==> src/rtl/vai_pkg.sv <==
package vai_pkg;

    typedef enum logic [1:0] {
        ST_INVALID  = 2'd0,
        ST_PENDING  = 2'd1,
        ST_ACTIVE   = 2'd2,
        ST_PEND_ACT = 2'd3
    } lr_state_e;

    typedef struct packed {
        logic       hw;
        logic       rsv_hi;
        lr_state_e  state;
        logic [4:0] prio;
        logic [2:0] rsv_mid;
        logic       eoi_req;
        logic [5:0] rsv_lo;
        logic [2:0] cpu;
        logic [9:0] vid;
    } lr_entry_t;

    localparam logic [31:0] SPURIOUS_ID = 32'd1023;

    localparam int OFF_CTRL  = 'h00;
    localparam int OFF_PMASK = 'h04;
    localparam int OFF_ACK   = 'h0C;
    localparam int OFF_EOI   = 'h10;

    function automatic logic is_pending(lr_entry_t e);
        return (e.state == ST_PENDING) || (e.state == ST_PEND_ACT);
    endfunction

    function automatic logic [31:0] ack_word(lr_entry_t e);
        return {19'd0, e.cpu, e.vid};
    endfunction

endpackage

==> src/rtl/lr_bank.sv <==
module lr_bank
    import vai_pkg::*;
#(
    parameter int NUM_LR = 4,
    parameter int IDX_W  = $clog2(NUM_LR)
) (
    input  logic                     clk,
    input  logic                     rst,
    input  logic                     hv_we,
    input  logic [IDX_W-1:0]         hv_idx,
    input  lr_entry_t                hv_data,
    input  logic [NUM_LR-1:0]        to_active,
    input  logic [NUM_LR-1:0]        to_invalid,
    output lr_entry_t [NUM_LR-1:0]   lrs
);

    lr_entry_t store_q [NUM_LR];

    for (genvar g = 0; g < NUM_LR; g++) begin : g_entry
        logic hv_hit;
        assign hv_hit = hv_we && (hv_idx == IDX_W'(g));

        always_ff @(posedge clk) begin
            if (rst) begin
                store_q[g] <= '0;
            end else if (hv_hit) begin
                store_q[g] <= hv_data;
            end else if (to_active[g]) begin
                store_q[g].state <= ST_ACTIVE;
            end else if (to_invalid[g]) begin
                store_q[g].state <= ST_INVALID;
            end
        end

        assign lrs[g] = store_q[g];

        p_ack_sets_active_r4: assert property (@(posedge clk) disable iff (rst)
            (to_active[g] && !hv_hit) |=> (store_q[g].state == ST_ACTIVE));

        p_eoi_clears_r6: assert property (@(posedge clk) disable iff (rst)
            (to_invalid[g] && !to_active[g] && !hv_hit) |=> (store_q[g].state == ST_INVALID));

        p_idle_holds_r11: assert property (@(posedge clk) disable iff (rst)
            (!hv_hit && !to_active[g] && !to_invalid[g]) |=> $stable(store_q[g]));
    end

endmodule

==> src/rtl/lr_select.sv <==
module lr_select
    import vai_pkg::*;
#(
    parameter int NUM_LR = 4,
    parameter int IDX_W  = $clog2(NUM_LR)
) (
    input  lr_entry_t [NUM_LR-1:0] lrs,
    input  logic [9:0]             key_vid,
    input  logic [2:0]             key_cpu,
    output logic                   win_valid,
    output logic [IDX_W-1:0]       win_idx,
    output logic                   match_valid,
    output logic [IDX_W-1:0]       match_idx
);

    logic [4:0] best_prio;

    // Best pending entry: strict less-than keeps the lower index on ties.
    always_comb begin
        win_valid = 1'b0;
        win_idx   = '0;
        best_prio = '1;
        for (int i = 0; i < NUM_LR; i++) begin
            if (is_pending(lrs[i]) && (!win_valid || (lrs[i].prio < best_prio))) begin
                win_valid = 1'b1;
                win_idx   = IDX_W'(i);
                best_prio = lrs[i].prio;
            end
        end
    end

    // Retire lookup: walk downward so the lowest matching index is kept.
    always_comb begin
        match_valid = 1'b0;
        match_idx   = '0;
        for (int i = NUM_LR - 1; i >= 0; i--) begin
            if ((lrs[i].state != ST_INVALID) && (lrs[i].vid == key_vid) &&
                (lrs[i].cpu == key_cpu)) begin
                match_valid = 1'b1;
                match_idx   = IDX_W'(i);
            end
        end
    end

endmodule

==> src/rtl/virq_ack_unit.sv <==
module virq_ack_unit
    import vai_pkg::*;
#(
    parameter int NUM_LR = 4,
    parameter int ADDR_W = 8,
    parameter int IDX_W  = $clog2(NUM_LR)
) (
    input  logic               clk,
    input  logic               rst,
    input  logic               hv_we,
    input  logic [IDX_W-1:0]   hv_idx,
    input  logic [31:0]        hv_wdata,
    input  logic [IDX_W-1:0]   hv_ridx,
    output logic [31:0]        hv_rdata,
    output logic [4:0]         vpri_mask,
    input  logic               g_req,
    input  logic               g_we,
    input  logic [ADDR_W-1:0]  g_addr,
    input  logic [31:0]        g_wdata,
    output logic [31:0]        g_rdata,
    output logic               g_err,
    output logic               virq
);

    lr_entry_t [NUM_LR-1:0] lrs;
    logic [NUM_LR-1:0]      to_active, to_invalid;
    logic                   win_valid, match_valid;
    logic [IDX_W-1:0]       win_idx, match_idx;

    logic       en_q, irq_q;
    logic [4:0] pmask_q;

    logic hit_ctrl, hit_pmask, hit_ack, hit_eoi, unmapped;
    logic rd_ack, wr_eoi, ack_ok, ack_hw;

    lr_bank #(.NUM_LR(NUM_LR), .IDX_W(IDX_W)) u_bank (
        .clk        (clk),
        .rst        (rst),
        .hv_we      (hv_we),
        .hv_idx     (hv_idx),
        .hv_data    (lr_entry_t'(hv_wdata)),
        .to_active  (to_active),
        .to_invalid (to_invalid),
        .lrs        (lrs)
    );

    lr_select #(.NUM_LR(NUM_LR), .IDX_W(IDX_W)) u_sel (
        .lrs         (lrs),
        .key_vid     (g_wdata[9:0]),
        .key_cpu     (g_wdata[12:10]),
        .win_valid   (win_valid),
        .win_idx     (win_idx),
        .match_valid (match_valid),
        .match_idx   (match_idx)
    );

    always_comb begin
        hit_ctrl  = (g_addr == ADDR_W'(OFF_CTRL));
        hit_pmask = (g_addr == ADDR_W'(OFF_PMASK));
        hit_ack   = (g_addr == ADDR_W'(OFF_ACK));
        hit_eoi   = (g_addr == ADDR_W'(OFF_EOI));
        unmapped  = !(hit_ctrl || hit_pmask || hit_ack || hit_eoi);

        rd_ack = g_req && !g_we && hit_ack;
        wr_eoi = g_req && g_we && hit_eoi;
        ack_ok = rd_ack && en_q && win_valid && !lrs[win_idx].hw;
        ack_hw = rd_ack && en_q && win_valid && lrs[win_idx].hw;

        g_err = g_req && (unmapped || (g_we && hit_ack) || (!g_we && hit_eoi) || ack_hw);

        g_rdata = '0;
        if (g_req && !g_we) begin
            if (hit_ctrl)       g_rdata = {31'd0, en_q};
            else if (hit_pmask) g_rdata = {27'd0, pmask_q};
            else if (hit_ack) begin
                if (ack_ok)      g_rdata = ack_word(lrs[win_idx]);
                else if (!ack_hw) g_rdata = SPURIOUS_ID;
            end
        end

        to_active  = ack_ok ? (NUM_LR'(1) << win_idx) : '0;
        to_invalid = (wr_eoi && match_valid) ? (NUM_LR'(1) << match_idx) : '0;
    end

    always_ff @(posedge clk) begin
        if (rst) begin
            en_q    <= 1'b0;
            pmask_q <= '0;
            irq_q   <= 1'b0;
        end else begin
            if (g_req && g_we && hit_ctrl)  en_q    <= g_wdata[0];
            if (g_req && g_we && hit_pmask) pmask_q <= g_wdata[4:0];
            irq_q <= irq_q ? win_valid : (win_valid && en_q);
        end
    end

    assign virq      = irq_q && win_valid;
    assign vpri_mask = pmask_q;
    assign hv_rdata  = lrs[hv_ridx];

    p_rise_needs_en_r7: assert property (@(posedge clk) disable iff (rst)
        $rose(virq) |-> $past(en_q));

    p_virq_follows_r7: assert property (@(posedge clk) disable iff (rst)
        (win_valid && en_q && !virq) |=> (virq || !win_valid));

    p_ack_disabled_r3: assert property (@(posedge clk) disable iff (rst)
        (rd_ack && !en_q) |-> (g_rdata == SPURIOUS_ID && !g_err && to_active == '0));

    p_err_no_update_r10: assert property (@(posedge clk) disable iff (rst)
        g_err |-> (to_active == '0 && to_invalid == '0));

endmodule

==> config.mk <==
export PLATFORM = sky130hd
export DESIGN_NAME = virq_ack_unit
export DESIGN_NICKNAME = d
export VERILOG_FILES = /design/src/rtl/vai_pkg.sv /design/src/rtl/lr_bank.sv /design/src/rtl/lr_select.sv /design/src/rtl/virq_ack_unit.sv
export SDC_FILE = /design/constraint.sdc
export NUM_CORES = 1
export LEC_CHECK = 0
export CAP_MARGIN = 20
export CORE_MARGIN = 3
export CORE_UTILIZATION = 49
export CTS_BUF_LIST = sky130_fd_sc_hd__clkbuf_4 sky130_fd_sc_hd__clkbuf_8
export CTS_CLUSTER_SIZE = 10
export DETAILED_ROUTE_END_ITERATION = 10
export DONT_BUFFER_PORTS = 1
export GPL_ROUTABILITY_DRIVEN = 0
export SYNTH_ARGS = -nofsm -noshare
export SYNTH_HDL_FRONTEND = slang
export SYNTH_HIERARCHICAL = 1
export SYNTH_SLANG_ARGS = --single-unit
export TNS_END_PERCENT = 100
==> constraint.sdc <==
create_clock -name clk -period 14.5 [get_ports clk]
set_clock_uncertainty 0.05 [all_clocks]
set_input_delay 1.45 -clock clk [delete_from_list [all_inputs] [get_ports clk]]
set_output_delay 1.45 -clock clk [all_outputs]
set_load 0.1 [all_outputs]
== Word level (Yosys, flattened, before mapping) ==
Memory sizes are Yosys's and may differ from the RTL's.
Cells that the tools add are included.
Word-level totals
  bits of input ports: 81
  flip-flop bits (word level): 7
  bits in writable memories: 128
  memories kept: 1
  word-level logic and storage cells: 194
  output and inout port bits: 71
Operators by class
  reductions and logical operators: 56
  muxes and demuxes: 93
  $lt $le $gt $ge: 5
  shift-type cells: 2
  bitwise gates (word level): 12
  equal/unequal tests: 22
Memories
  u_bank.store_q: words 4, width 32, rd ports 4, clocked after Yosys merged registers in 0, write ports 4, RTL line lr_bank.sv:17  | lr_entry_t store_q [NUM_LR];
Operators by type and width (number)
  $mux W32: 6
  $bmux W32 S2: 2
  $mux W13: 5
  $mux W1: 60
  $eq A10 B10 Y1: 4
  $logic_and A1 B1 Y1: 31
  $mux W2: 14
  $lt A5 B5 Y1: 3
  $mux W5: 3
  $logic_or A1 B1 Y1: 13
  $eq A2 B2 Y1 const B: 6
  $eq A3 B3 Y1: 4
  $or A1 B1 Y1: 12
  $eq A2 B1 Y1 const B: 5
  $mux W10: 1
  $eq A8 B3 Y1 const B: 1
  $eq A8 B4 Y1 const B: 1
  $eq A8 B5 Y1 const B: 1
  $logic_not A8 Y1: 1
  $mux W4: 2
  $reduce_bool A2 Y1: 4
  $shl A1 B2 Y4 const A: 2
  $logic_not A1 Y1: 6
  $lt A2 B3 Y1 const B: 2
  $logic_not A2 Y1: 1

== Depth between registers and ports, before layout ==
An unclocked memory read counts as a cell.
  depth in word-level cells: 27
  depth in mapped cells: 31
  depth with buffers taken out: 27

== Hierarchy ==
The synthesis kept the hierarchy.
Modules (own cells, without submodules)
  lr_bank: times used 1, sequential area each 3843.7 µm², cells each 331, area an instance 4926.0 µm²
  virq_ack_unit: times used 1, sequential area each 140.1 µm², cells each 161, area an instance 1916.8 µm²
  lr_select: times used 1, sequential area each 0.0 µm², cells each 157, area an instance 1217.4 µm²

== Worst setup path before layout ==
No wires, ideal clock.
  kind: reg2out
  start: memory u_bank/store_q[0][28] (netlist name)
  end: output g_rdata[0]
  buffers on the path: 3
  stages on the path, launching flop included: 29
  setup slack: 5380 ps
  required time: 13000 ps
  data arrival time: 7620 ps
  cells stage by stage: edfxtp_1 > buf_4 > nor2b_1 > ha_1 > nand2_1 > o21bai_1 > a211oi_2 > buf_6 > o21ai_0 > o31ai_1 > ha_1 > a21oi_1 > o21ai_0 > nor2_1 > o311ai_4 > nand2_4 > mux2_1 > ha_1 > a21o_1 > a21o_1 > a21oi_1 > o21ai_0 > a311o_1 > o31ai_1 > buf_6 > mux4_2 > a311oi_1 > o21ai_0 > a221oi_1
RTL lines
  start, declared: RTL line lr_bank.sv:17
  end, declared: RTL line virq_ack_unit.sv:20  | output logic [31:0] g_rdata,

==> flow_summary.yaml <==
floorplan:
  start_util_pct: 50.4
  dieWidth_um: 134
  std_cell_rows: 46
  dieArea_sq_um: 18000
  coreArea_sq_um: 16000
  num_io_pins: 152
  die_y_um: 134
yosys:
  synthAdderAreaFrac_pct: 1.71
  syn_area_sq_um: 8060
  synth-xor-area-share_pct: 5.54
  synth_area_leaders: "edfxtp_1 48%, mux4_2 11%, nor2_1 6.0%"
  synth_compound_gate_area_share_pct: 5.29
  yosys-mux-area-fraction_pct: 14.9
  yosysTopAreaCellShare_pct: 47.7
  synth.distinct_cells: 68
  yosysSeqAreaShare_pct: 49.4
  synth_top_family_by_area: "simple AND/OR/NAND/NOR gates"
  ys_warn_count: 6
  ys.flop_type: "edfxtp_1"
  syn_avg_cell_area_sq_um: 12.4
  synthSimpleGateAreaFrac_pct: 17.6
  ys_ff_latch: 135
  synth_top_cell_by_area: "edfxtp_1"
  netlist_instances: 649
  synth_edf_count: 128
  async_flop_share_pct: 0
cts:
  clk_pin_slew_ns: 0.07
  cts_root_buf: "clkbuf_8"
  htree_num_levels: 4
  cts_post_setup_buffers_inserted: 0
  insertion_delay_ns: 0.44
  ctsResizeCount: 0
  cts_buffers: 17
  cts_tree: "done"
  cts.sinks: 135
  clk_path_buf_depth: 2
  ctsHoldBuffers: 0
hold_path:
  hp-class: "flop to flop"
  hold_depth: 2
sta:
  fin_setup_tns_ns: 0
  fin_crit_sh_pct: 68.0
  rsz0062_at_grt: "no"
  hold_viol: 0
  timing.fmax_ghz: 0.101
  worst_pin_slew_ns: 1.15
  slew_violations: 0
  finalCriticalPeriod_ns: 9.85
  setup_violations: 0
  relSlewSlack_pct: 23.0
grt:
  antenna_found_initial: 0
  grt_max_degree: 51
  grt_pass1_wl_um: 30900
  grt.overflow.total: 0
  grt_pass1_vias: 5253
  grtUsageTotal_pct: 23.1
finish:
  drive_above_1_share_pct: 16.0
  multi_input_area_sq_um: 3750
  regArea_sq_um: 3980
  nets: 723
  finish.utilization_pct: 52.7
  area_growth_pct: 4.63
  fillers: 1445
  layout_commonest_cell: "nor2_1"
  layout_common_cells: "129 x nor2_1, 128 x edfxtp_1, 40 x mux4_2"
  antenna_cells: 0
drt:
  wl_um: 20800
  wl_per_cell_um: 24.2
  via_per_inst: 6.11
  drt_iter0_drc: 377
  ant_nets: 0
  drc: 0
  first_pass_iters: 5
  num_vias: 5241
worst_setup_path:
  critPathLaunchType: "flop"
  critPathKind: "flop to primary output"
  cp_top_family: "compound AO/OA/AOI/OAI gates"
  worstPathRequired_ns: 13.00
  rr_worst_depth: 26
  timing.critical_path.buf_inv: 1
  slowest_stage: "nor2b_2"
  cp.arrival_ns: 8.35
  cp_slowest_stage_delay_ns: 0.94
  endpoint_kind: "primary output"
  crit_fanout: 18
  crit_cells: 25
power:
  powerDensity_nw_per_um2: 120
  power_leakage_nw: 2.86
  ir_worst_vdd_mv: 0.0530
  power_w: 0.00102
place:
  dp_hpwl_um: 13600
  numPortBuffers: 0
run:
  cap_violations: 0
outcome:
  status: "finished, final reports clean"
## worst reg2reg max path, cell delays in order, from the launching register on
cell and delay, ns:
edfxtp_1 0.58, nor2b_1 0.24, ha_1 0.29, nand2_1 0.09, o21bai_1 0.18, a211oi_2 0.76, o21ai_0 0.23, o31ai_1 0.13
ha_1 0.31, a21oi_1 0.14, o21ai_0 0.13, nor2_1 0.20, o311ai_4 0.15, nand2_4 0.15, mux2_1 0.34, ha_1 0.29
a21o_1 0.16, a21o_1 0.17, a21oi_1 0.16, o21ai_0 0.09, a311o_1 0.33, o31ai_4 0.07, buf_4 0.38, mux4_2 0.67
or4_4 0.73, nor3b_2 0.26, or4b_1 0.19
## Yosys cell counts (all sizes together), types with 12 or more instances
library cell,n
nand2,18
o21ai,18
buf,46
nand3b,37
xor2,12
nand2b,13
edfxtp,128
mux4,46
clkbuf,15
nor2,139
xnor2,39
## registers in the layout, summed over array words and instances, names as in the netlist
name            count
u_bank/store_q    128
vpri_mask           5
en_q                1
irq_q               1
## per-stage QoR
| stage | cell area (sq um) | cells | setup slack (ns) | hold slack (ns) |
|---|---|---|---|---|
| 2_1_floorplan | 8130 | 667 | 5.38 | 0.403 |
| 3_3_place_gp | 8080 | 828 | 5.22 | 0.419 |
| 3_5_place_dp | 8080 | 828 | 5.10 | 0.422 |
| 4_1_cts | 8430 | 858 | 4.60 | 0.432 |
| 5_1_grt | 8430 | 858 | 4.01 | 0.460 |
| 6_report | 8430 | 858 | 4.65 | 0.430 |
## per-layer routing
layer / vias to the layer above / global-route usage [%] / routed length [um]
li1: 2331 / - / -
met1: 2614 / 28.9 / 7940
met2: 271 / 38.0 / 10300
met3: 25 / 8.18 / 2280
met4: 0 / 7.13 / 319
met5: - / 0 / 0
## power breakdown
group | leakage, nW | internal (W) | switching, W
logic | 1.37 | 0.0000698 | 0.000186
registers | 1.32 | 0.000456 | 0.0000180
clock network | 0.175 | 0.000149 | 0.000137
## layout make-up
class                   count  share of cell area, %
clock inverters            12                   1.34
multi-input cells         462                   44.4
flip-flops and latches    135                   47.2
inverters                   9                  0.401
repair buffers              6                  0.534
well taps                 216                   3.20
clock buffers              18                   2.86
## kinds of logic (layout without fill, tap and decap cells)
logic type | count (synthesis) | count (layout)
and+or+nand+nor | 266 | 266
xor gates and xnor gates | 51 | 51
muxes | 60 | 60
AOI/OAI and AO/OA | 55 | 55
DFF | 135 | 135
adders and majority gates | 11 | 11
buffers and inverters | 70 | 45
other | 1 | 19
## path summary, 6_finish.rpt
path,from,endpoint,slack [ns]
setup / recovery,u_bank/store_q[0][28],g_rdata[12],4.65
hold / removal,irq_q,irq_q,0.43
setup reg to reg,u_bank/store_q[0][28],u_bank/store_q[1][28],6.75
hold reg to reg,irq_q,irq_q,0.43
Power figures use the tool's default switching activity.
